==> config.mk <==
export PLATFORM = sky130hd
export DESIGN_NAME = wdog_timer
export DESIGN_NICKNAME = d
export VERILOG_FILES = /design/src/rtl/wdog_pkg.sv /design/src/rtl/wdog_regs.sv /design/src/rtl/wdog_core.sv /design/src/rtl/wdog_pdc.sv /design/src/rtl/wdog_timer.sv
export SDC_FILE = /design/constraint.sdc
export NUM_CORES = 1
export LEC_CHECK = 0
export ABC_AREA = 1
export CORE_ASPECT_RATIO = 0.7
export CORE_MARGIN = 1.5
export CORE_UTILIZATION = 57
export DETAILED_ROUTE_END_ITERATION = 8
export PLACE_DENSITY = 0.8
export SYNTH_ARGS = -nofsm -noshare
export SYNTH_HDL_FRONTEND = slang
export SYNTH_SLANG_ARGS = --single-unit
==> constraint.sdc <==
create_clock -name clk -period 2.1 [get_ports clk]
set_input_delay 0.42 -clock clk [delete_from_list [all_inputs] [get_ports clk]]
set_output_delay 0.42 -clock clk [all_outputs]
set_load 0.02 [all_outputs]
==> src/rtl/wdog_pkg.sv <==
package wdog_pkg;

    localparam int DATA_W  = 16;
    localparam int ADDR_W  = 4;
    localparam int TOUT_W  = 8;
    localparam int COUNT_W = TOUT_W + 1;

    localparam logic [ADDR_W-1:0] A_CTRL = 4'h0;
    localparam logic [ADDR_W-1:0] A_SERV = 4'h2;
    localparam logic [ADDR_W-1:0] A_STAT = 4'h4;
    localparam logic [ADDR_W-1:0] A_ICTL = 4'h6;
    localparam logic [ADDR_W-1:0] A_MISC = 4'h8;

    localparam logic [DATA_W-1:0] KEY_ARM  = 16'h5555;
    localparam logic [DATA_W-1:0] KEY_FIRE = 16'hAAAA;

    typedef struct packed {
        logic [TOUT_W-1:0] tout;
        logic              wait_sus;
        logic              spare6;
        logic              ext_drv_n;
        logic              sw_rst_n;
        logic              act_ext;
        logic              run;
        logic              spare1;
        logic              lp_sus;
    } ctrl_t;

    localparam ctrl_t CTRL_RESET = '{tout: '0, wait_sus: 1'b0, spare6: 1'b0,
                                     ext_drv_n: 1'b1, sw_rst_n: 1'b1, act_ext: 1'b0,
                                     run: 1'b0, spare1: 1'b0, lp_sus: 1'b0};

    function automatic logic [COUNT_W-1:0] ticks_of(input logic [TOUT_W-1:0] n);
        return {1'b0, n} + COUNT_W'(1);
    endfunction

endpackage

==> src/rtl/wdog_regs.sv <==
module wdog_regs
    import wdog_pkg::*;
(
    input  logic                clk,
    input  logic                rst,
    input  logic                bus_en,
    input  logic                bus_we,
    input  logic [ADDR_W-1:0]   bus_addr,
    input  logic [DATA_W-1:0]   bus_wdata,
    output logic [DATA_W-1:0]   bus_rdata,
    input  logic                cause_in,
    input  logic                pre_hit,
    output ctrl_t               ctrl,
    output logic                reload,
    output logic [TOUT_W-1:0]   load_val,
    output logic [TOUT_W-1:0]   pre_sel,
    output logic                irq_act,
    output logic                pdc_en
);

    ctrl_t             ctrl_q;
    ctrl_t             wr_val;
    logic              once_lock;
    logic              armed;
    logic              ie_q;
    logic              flag_q;
    logic [TOUT_W-1:0] ict_q;
    logic              pdc_q;
    logic              wr_ctrl, wr_serv, wr_ictl, wr_misc;
    logic              start, key_ok;

    assign wr_val  = ctrl_t'(bus_wdata);
    assign wr_ctrl = bus_en && bus_we && (bus_addr == A_CTRL);
    assign wr_serv = bus_en && bus_we && (bus_addr == A_SERV);
    assign wr_ictl = bus_en && bus_we && (bus_addr == A_ICTL);
    assign wr_misc = bus_en && bus_we && (bus_addr == A_MISC);

    assign start    = wr_ctrl && wr_val.run && !ctrl_q.run;
    assign key_ok   = wr_serv && (bus_wdata == KEY_FIRE) && armed;
    assign reload   = start || (key_ok && ctrl_q.run);
    assign load_val = start ? wr_val.tout : ctrl_q.tout;

    always_ff @(posedge clk) begin
        if (rst) begin
            ctrl_q    <= CTRL_RESET;
            once_lock <= 1'b0;
        end else if (wr_ctrl) begin
            ctrl_q.tout      <= wr_val.tout;
            ctrl_q.act_ext   <= wr_val.act_ext;
            ctrl_q.sw_rst_n  <= wr_val.sw_rst_n;
            ctrl_q.ext_drv_n <= wr_val.ext_drv_n;
            ctrl_q.run       <= ctrl_q.run | wr_val.run;
            if (!once_lock) begin
                ctrl_q.lp_sus   <= wr_val.lp_sus;
                ctrl_q.wait_sus <= wr_val.wait_sus;
            end
            once_lock <= 1'b1;
        end
    end

    always_ff @(posedge clk) begin
        if (rst) begin
            armed <= 1'b0;
        end else if (wr_serv) begin
            armed <= (bus_wdata == KEY_ARM);
        end
    end

    always_ff @(posedge clk) begin
        if (rst) begin
            ie_q   <= 1'b0;
            flag_q <= 1'b0;
            ict_q  <= '0;
            pdc_q  <= 1'b1;
        end else begin
            if (wr_ictl) begin
                ie_q  <= bus_wdata[15];
                ict_q <= bus_wdata[TOUT_W-1:0];
            end
            if (pre_hit) begin
                flag_q <= 1'b1;
            end else if (wr_ictl && bus_wdata[14]) begin
                flag_q <= 1'b0;
            end
            if (wr_misc) begin
                pdc_q <= bus_wdata[0];
            end
        end
    end

    always_comb begin
        bus_rdata = '0;
        case (bus_addr)
            A_CTRL:  bus_rdata = ctrl_q;
            A_STAT:  bus_rdata = {14'd0, cause_in, 1'b0};
            A_ICTL:  bus_rdata = {ie_q, flag_q, 6'd0, ict_q};
            A_MISC:  bus_rdata = {15'd0, pdc_q};
            default: bus_rdata = '0;
        endcase
    end

    assign ctrl    = ctrl_q;
    assign pre_sel = ict_q;
    assign irq_act = ie_q && flag_q;
    assign pdc_en  = pdc_q;

    // the run bit never falls outside reset
    a_r4_run_sticky: assert property (@(posedge clk) disable iff (rst)
        ctrl_q.run |=> ctrl_q.run);

    // suspend bits frozen after the first control write
    a_r5_once_frozen: assert property (@(posedge clk) disable iff (rst)
        once_lock |=> ($stable(ctrl_q.lp_sus) && $stable(ctrl_q.wait_sus)));

    // the flag only rises after a pre-expiry hit
    a_r9_flag_source: assert property (@(posedge clk) disable iff (rst)
        $rose(flag_q) |-> $past(pre_hit));

endmodule

==> src/rtl/wdog_core.sv <==
module wdog_core
    import wdog_pkg::*;
#(
    parameter int TICK_DIV = 16384
) (
    input  logic              clk,
    input  logic              rst,
    input  logic              run,
    input  logic              suspend,
    input  logic              reload,
    input  logic [TOUT_W-1:0] load_val,
    input  logic [TOUT_W-1:0] pre_sel,
    output logic              expired,
    output logic              pre_hit
);

    localparam int PRE_W = (TICK_DIV > 1) ? $clog2(TICK_DIV) : 1;
    localparam logic [PRE_W-1:0] PRE_LAST = PRE_W'(TICK_DIV - 1);

    logic [PRE_W-1:0]   pre_q;
    logic [COUNT_W-1:0] cnt_q;
    logic               adv, tick;

    assign adv  = run && !expired && !suspend;
    assign tick = adv && (pre_q == PRE_LAST);

    always_ff @(posedge clk) begin
        if (rst) begin
            pre_q   <= '0;
            cnt_q   <= '0;
            expired <= 1'b0;
        end else if (reload && !expired) begin
            pre_q <= '0;
            cnt_q <= ticks_of(load_val);
        end else if (adv) begin
            if (tick) begin
                pre_q <= '0;
                cnt_q <= cnt_q - COUNT_W'(1);
                if (cnt_q == COUNT_W'(1)) begin
                    expired <= 1'b1;
                end
            end else begin
                pre_q <= pre_q + PRE_W'(1);
            end
        end
    end

    assign pre_hit = tick && !reload && ((cnt_q - COUNT_W'(1)) == {1'b0, pre_sel});

    // count stays within the largest loadable value
    a_r2_count_range: assert property (@(posedge clk) disable iff (rst)
        cnt_q <= COUNT_W'(1 << TOUT_W));

    // expiry only follows the last remaining tick
    a_r2_expiry_from_one: assert property (@(posedge clk) disable iff (rst)
        $rose(expired) |-> $past(cnt_q == COUNT_W'(1)));

    // expiry latched until reset
    a_r6_expiry_held: assert property (@(posedge clk) disable iff (rst)
        expired |=> expired);

endmodule

==> src/rtl/wdog_pdc.sv <==
module wdog_pdc #(
    parameter int PDC_CYCLES = 524288
) (
    input  logic clk,
    input  logic rst,
    input  logic en,
    output logic pulse
);

    localparam int CW = $clog2(PDC_CYCLES + 1);
    localparam logic [CW-1:0] LAST = CW'(PDC_CYCLES - 1);

    logic [CW-1:0] cnt_q;
    logic          done_q;

    always_ff @(posedge clk) begin
        if (rst) begin
            cnt_q  <= '0;
            done_q <= 1'b0;
            pulse  <= 1'b0;
        end else begin
            pulse <= 1'b0;
            if (en && !done_q) begin
                if (cnt_q == LAST) begin
                    done_q <= 1'b1;
                    pulse  <= 1'b1;
                end else begin
                    cnt_q <= cnt_q + CW'(1);
                end
            end
        end
    end

    // the low pulse lasts a single clock
    a_r10_single_pulse: assert property (@(posedge clk) disable iff (rst)
        pulse |=> !pulse);

    // once fired, the counter never fires again
    a_r10_done_held: assert property (@(posedge clk) disable iff (rst)
        done_q |=> (done_q && !pulse));

endmodule

==> src/rtl/wdog_timer.sv <==
module wdog_timer
    import wdog_pkg::*;
#(
    parameter int TICK_DIV   = 16384,
    parameter int PDC_CYCLES = 524288
) (
    input  logic        clk,
    input  logic        rst,
    input  logic        por,
    input  logic        bus_en,
    input  logic        bus_we,
    input  logic [3:0]  bus_addr,
    input  logic [15:0] bus_wdata,
    output logic [15:0] bus_rdata,
    input  logic        lp_mode,
    input  logic        wait_mode,
    output logic        int_rst_req,
    output logic        ext_rst_n,
    output logic        irq_n
);

    logic              blk_rst;
    ctrl_t             ctrl;
    logic              reload, expired, pre_hit, irq_act, pdc_en, pdc_pulse;
    logic [TOUT_W-1:0] load_val, pre_sel;
    logic              suspend;
    logic              cause_q, rst_d;

    assign blk_rst = rst || por;
    assign suspend = (ctrl.lp_sus && lp_mode) || (ctrl.wait_sus && wait_mode);

    wdog_regs u_regs (
        .clk       (clk),
        .rst       (blk_rst),
        .bus_en    (bus_en),
        .bus_we    (bus_we),
        .bus_addr  (bus_addr),
        .bus_wdata (bus_wdata),
        .bus_rdata (bus_rdata),
        .cause_in  (cause_q),
        .pre_hit   (pre_hit),
        .ctrl      (ctrl),
        .reload    (reload),
        .load_val  (load_val),
        .pre_sel   (pre_sel),
        .irq_act   (irq_act),
        .pdc_en    (pdc_en)
    );

    wdog_core #(.TICK_DIV(TICK_DIV)) u_core (
        .clk      (clk),
        .rst      (blk_rst),
        .run      (ctrl.run),
        .suspend  (suspend),
        .reload   (reload),
        .load_val (load_val),
        .pre_sel  (pre_sel),
        .expired  (expired),
        .pre_hit  (pre_hit)
    );

    wdog_pdc #(.PDC_CYCLES(PDC_CYCLES)) u_pdc (
        .clk   (clk),
        .rst   (blk_rst),
        .en    (pdc_en),
        .pulse (pdc_pulse)
    );

    // Reset cause: sampled when rst rises, cleared only by power-on reset
    always_ff @(posedge clk) begin
        if (por) begin
            cause_q <= 1'b0;
            rst_d   <= 1'b0;
        end else begin
            rst_d <= rst;
            if (rst && !rst_d) begin
                cause_q <= expired;
            end
        end
    end

    assign int_rst_req = (expired && !ctrl.act_ext) || !ctrl.sw_rst_n;
    assign ext_rst_n   = !(expired && ctrl.act_ext) && ctrl.ext_drv_n;
    assign irq_n       = !(irq_act || pdc_pulse);

    // power-on reset always leaves the cause clear
    a_r8_por_clears: assert property (@(posedge clk)
        por |=> !cause_q);

    // with the external action chosen, expiry never requests the internal reset
    a_r6_action_split: assert property (@(posedge clk) disable iff (blk_rst)
        (expired && ctrl.act_ext && ctrl.sw_rst_n) |-> (!int_rst_req && !ext_rst_n));

endmodule

==> results.toml <==
[clocking]
root_buffer = "clkbuf_8"
path_clk_slew_ns = 0.08
cts_buffer_depth = 2
cts-buffers-inserted = 9
htreeDepth = 3
cts_sinks = 75
cts_tree = "built"
clock_latency_ns = 0.35

[synthesis]
synth_edf_count = 0
syn_area_um2 = 4340
synth-seq-cells = 75
synth.avg_cell_area_um2 = 6.84
ys.flop_type = "dfxtp_1"
synth-seq-area-share_pct = 34.6
ys_types = 43
yosys.area.top_type = "dfxtp_1"
async_flop_share_pct = 0
yosysWarnings = 0
synth_top_area_share_pct = 34.6
synth_cells = 634
syn_nets = 666
synthTopCellsByArea = "dfxtp_1 35%, nand2_1 11%, inv_1 6.8%, nor2_1 6.1%, a21oi_1 5.8%"

[flow_run]
maxCapViolations = 0

[pwr]
power.total_mw = 2.95
leakagePower_nw = 2.27
power.density_nw_per_um2 = 511
peakVddDrop_uv = 370

[grt]
grt_antenna_before_repair = 0
first_global_vias = 4465
grt_pass1_wl_mm = 21.1
grt_start_max_net_pins = 27
grt.overflow.total = 0
grt_usage_pct = 32.8

[route]
dr.first_iter.drc_count = 340
drc = 0
ant_nets = 0
vias_per_cell = 5.54
wl_per_cell_um = 15.2
wl_mm = 13.1
vias = 4769
dr.pass1.iters = 5

[setup_path]
crit_chain = "dlygate4sd2_1, nor2_2, nand2_4, buf_4, buf_4, o22ai_1, buf_2"
cp_top_family = "buffers and inverters"
start_kind = "primary input"
cpPeakStageDelay_ns = 0.31
critical_path.most_common_cell = "buf_4"
critPathKind = "in -> out"
worst-path-max-fanout = 3
crit_arrival_ns = 1.63
crit_slowest_cell = "dlygate4sd2_1"
startpoint = "bus_addr[3]"
critPathBufInv = 4
r2r-start = "u_pdc.cnt_q[0]"
end_kind = "primary output"
crit_required_ns = 1.68

[floorplanning]
chipHeight_um = 76.0
die_w_um = 107
coreArea_um2 = 7320
rows = 26
start_util_pct = 59.3
dieArea_um2 = 8150
top_level_ports = 46

[timing]
slew_headroom_pct = 73.5
tns_ns = 0
layout_min_cycle_time_ns = 2.05
worstMarginPinSlew_ns = 0.393
fmax_ghz = 0.488
fin_crit_sh_pct = 97.5
finClkSkew_ns = 0.0100
rsz0062_at_grt = "yes"
setup_viol = 0
slew_viol_final = 0
hold_violations = 0

[placement]
port_buffers = 45
place_congestion = 0.938
dpl.hpwl_mm = 9.83

[status]
status = "finished clean"

[layout]
diodes = 0
drive_above_1_share_pct = 22.5
area_growth_pct = 32.9
fin_nets = 790

[hold_path]
min_from = "u_core.cnt_q[1]"
hold_class = "reg -> reg"
logic make-up (layout without fill, tap and decap cells):
kind of cell / Yosys count / count (layout) / share of synthesized area [%]
buffers and inverters: 104 / 232 / 9.69
adders and majority gates: 5 / 5 / 1.44
xor gates and xnor gates: 24 / 24 / 4.85
and+or+nand+nor: 307 / 308 / 34.5
AOI/OAI and AO/OA: 119 / 119 / 14.9
DFF: 75 / 75 / 34.6
synthesized netlist by cell type (6+ instances only):
master and number:
nor2_2 8, xnor2_1 6, inv_1 79, nand2_1 125
xor2_1 18, nor4_1 7, clkbuf_1 8, a21oi_1 50
nor2_1 70, nand2_2 10, o21ai_0 46, dfxtp_1 75
nor2_4 6, nand3_1 33, nor3_1 12, inv_2 6
nand4_1 21
cell usage in the layout (no fill, tap or decap), types with 2 or more instances in the layout:
cell type / instances
clkinvlp_4: 3
o21ai_0: 46
bufinv_16: 2
o22ai_1: 5
inv_2: 6
nand2_1: 120
a31oi_1: 5
clkinv_4: 2
nor2_4: 12
o21a_1: 3
nor3_1: 12
ha_1: 4
nor4_1: 6
nand3_1: 33
a21oi_1: 50
buf_2: 8
nand3_4: 2
nor2_1: 64
a211oi_1: 5
nand2_2: 15
clkdlybuf4s15_2: 5
clkbuf_8: 9
clkdlybuf4s50_1: 23
nand3b_1: 2
buf_6: 2
clkdlybuf4s15_1: 3
inv_1: 79
buf_12: 3
xnor2_1: 6
inv_4: 2
nand2_4: 4
buf_4: 76
dlygate4sd2_1: 4
xor2_1: 18
nor2_2: 8
nand4_1: 21
dfxtp_1: 75
inv_6: 2
tightest hold or removal path, cell delays in order (launching register included):
cell,delay (ns)
dfxtp_1,0.32
nand2_1,0.06
a21oi_1,0.06
power breakdown:
group	internal [mW]	total, mW	switching (mW)
Sequential	1.43	1.43	0.00486
Combinational	0.119	0.250	0.131
Clock	0.677	1.27	0.588
path summary, 6_finish.rpt:
path	slack, ns	to	depth (start not counted)
setup / recovery	0.05	bus_rdata[2]	7
hold reg to reg	0.48	u_core.cnt_q[1]	2
setup reg to reg	0.21	u_pdc.cnt_q[9]	11
hold / removal	0.48	u_core.cnt_q[1]	2
flip-flops by register name, indices dropped and copies added, names as in the netlist:
register	cells
u_pdc.cnt_q	20
u_core.pre_q	14
u_regs.ctrl	14
u_core.cnt_q	9
u_regs.pre_sel	8
cause_q	1
rst_d	1
u_core.expired	1
u_pdc.done_q	1
u_pdc.pulse	1
u_regs.armed	1
u_regs.flag_q	1
u_regs.ie_q	1
u_regs.once_lock	1
u_regs.pdc_en	1
per-stage QoR:
step	hold WS, ns	std cells	setup WS [ns]	instance area (um^2)	utilization [%]
2_1_floorplan	0.431	634	0.328	4340	-
3_3_place_gp	0.443	836	-0.505	5420	74.1
3_5_place_dp	0.466	836	-0.619	5420	74.1
4_1_cts	0.480	854	0.0576	5680	77.6
5_1_grt	0.492	861	0.000603	5770	78.8
6_report	0.482	861	0.0524	5770	78.8
cell type report:
cell class | count | area [um^2]
inverter | 90 | 352
clock buffer | 9 | 124
fill | 562 | 1550
tap | 98 | 123
timing repair buffer | 126 | 1060
sequential | 75 | 1500
multi-input combinational | 456 | 2500
clock inverter | 7 | 101
routing by layer:
layer | GRT usage (%) | up-vias | part of all wire (%)
li1 | - | 2325 | -
met1 | 44.0 | 2221 | 45
met2 | 49.8 | 202 | 45
met3 | 10.4 | 21 | 8.4
met4 | 10.8 | 0 | 1.6
met5 | 0 | - | 0
timing repair:
action                     CTS  global route
hold buffers                 0             0
setup buffers                1             7
gates cloned                 1             0
pin swaps                    7            10
setup endpoints to repair   23            20
gates resized for setup     74            16
(Power assumes the default switching activity.)
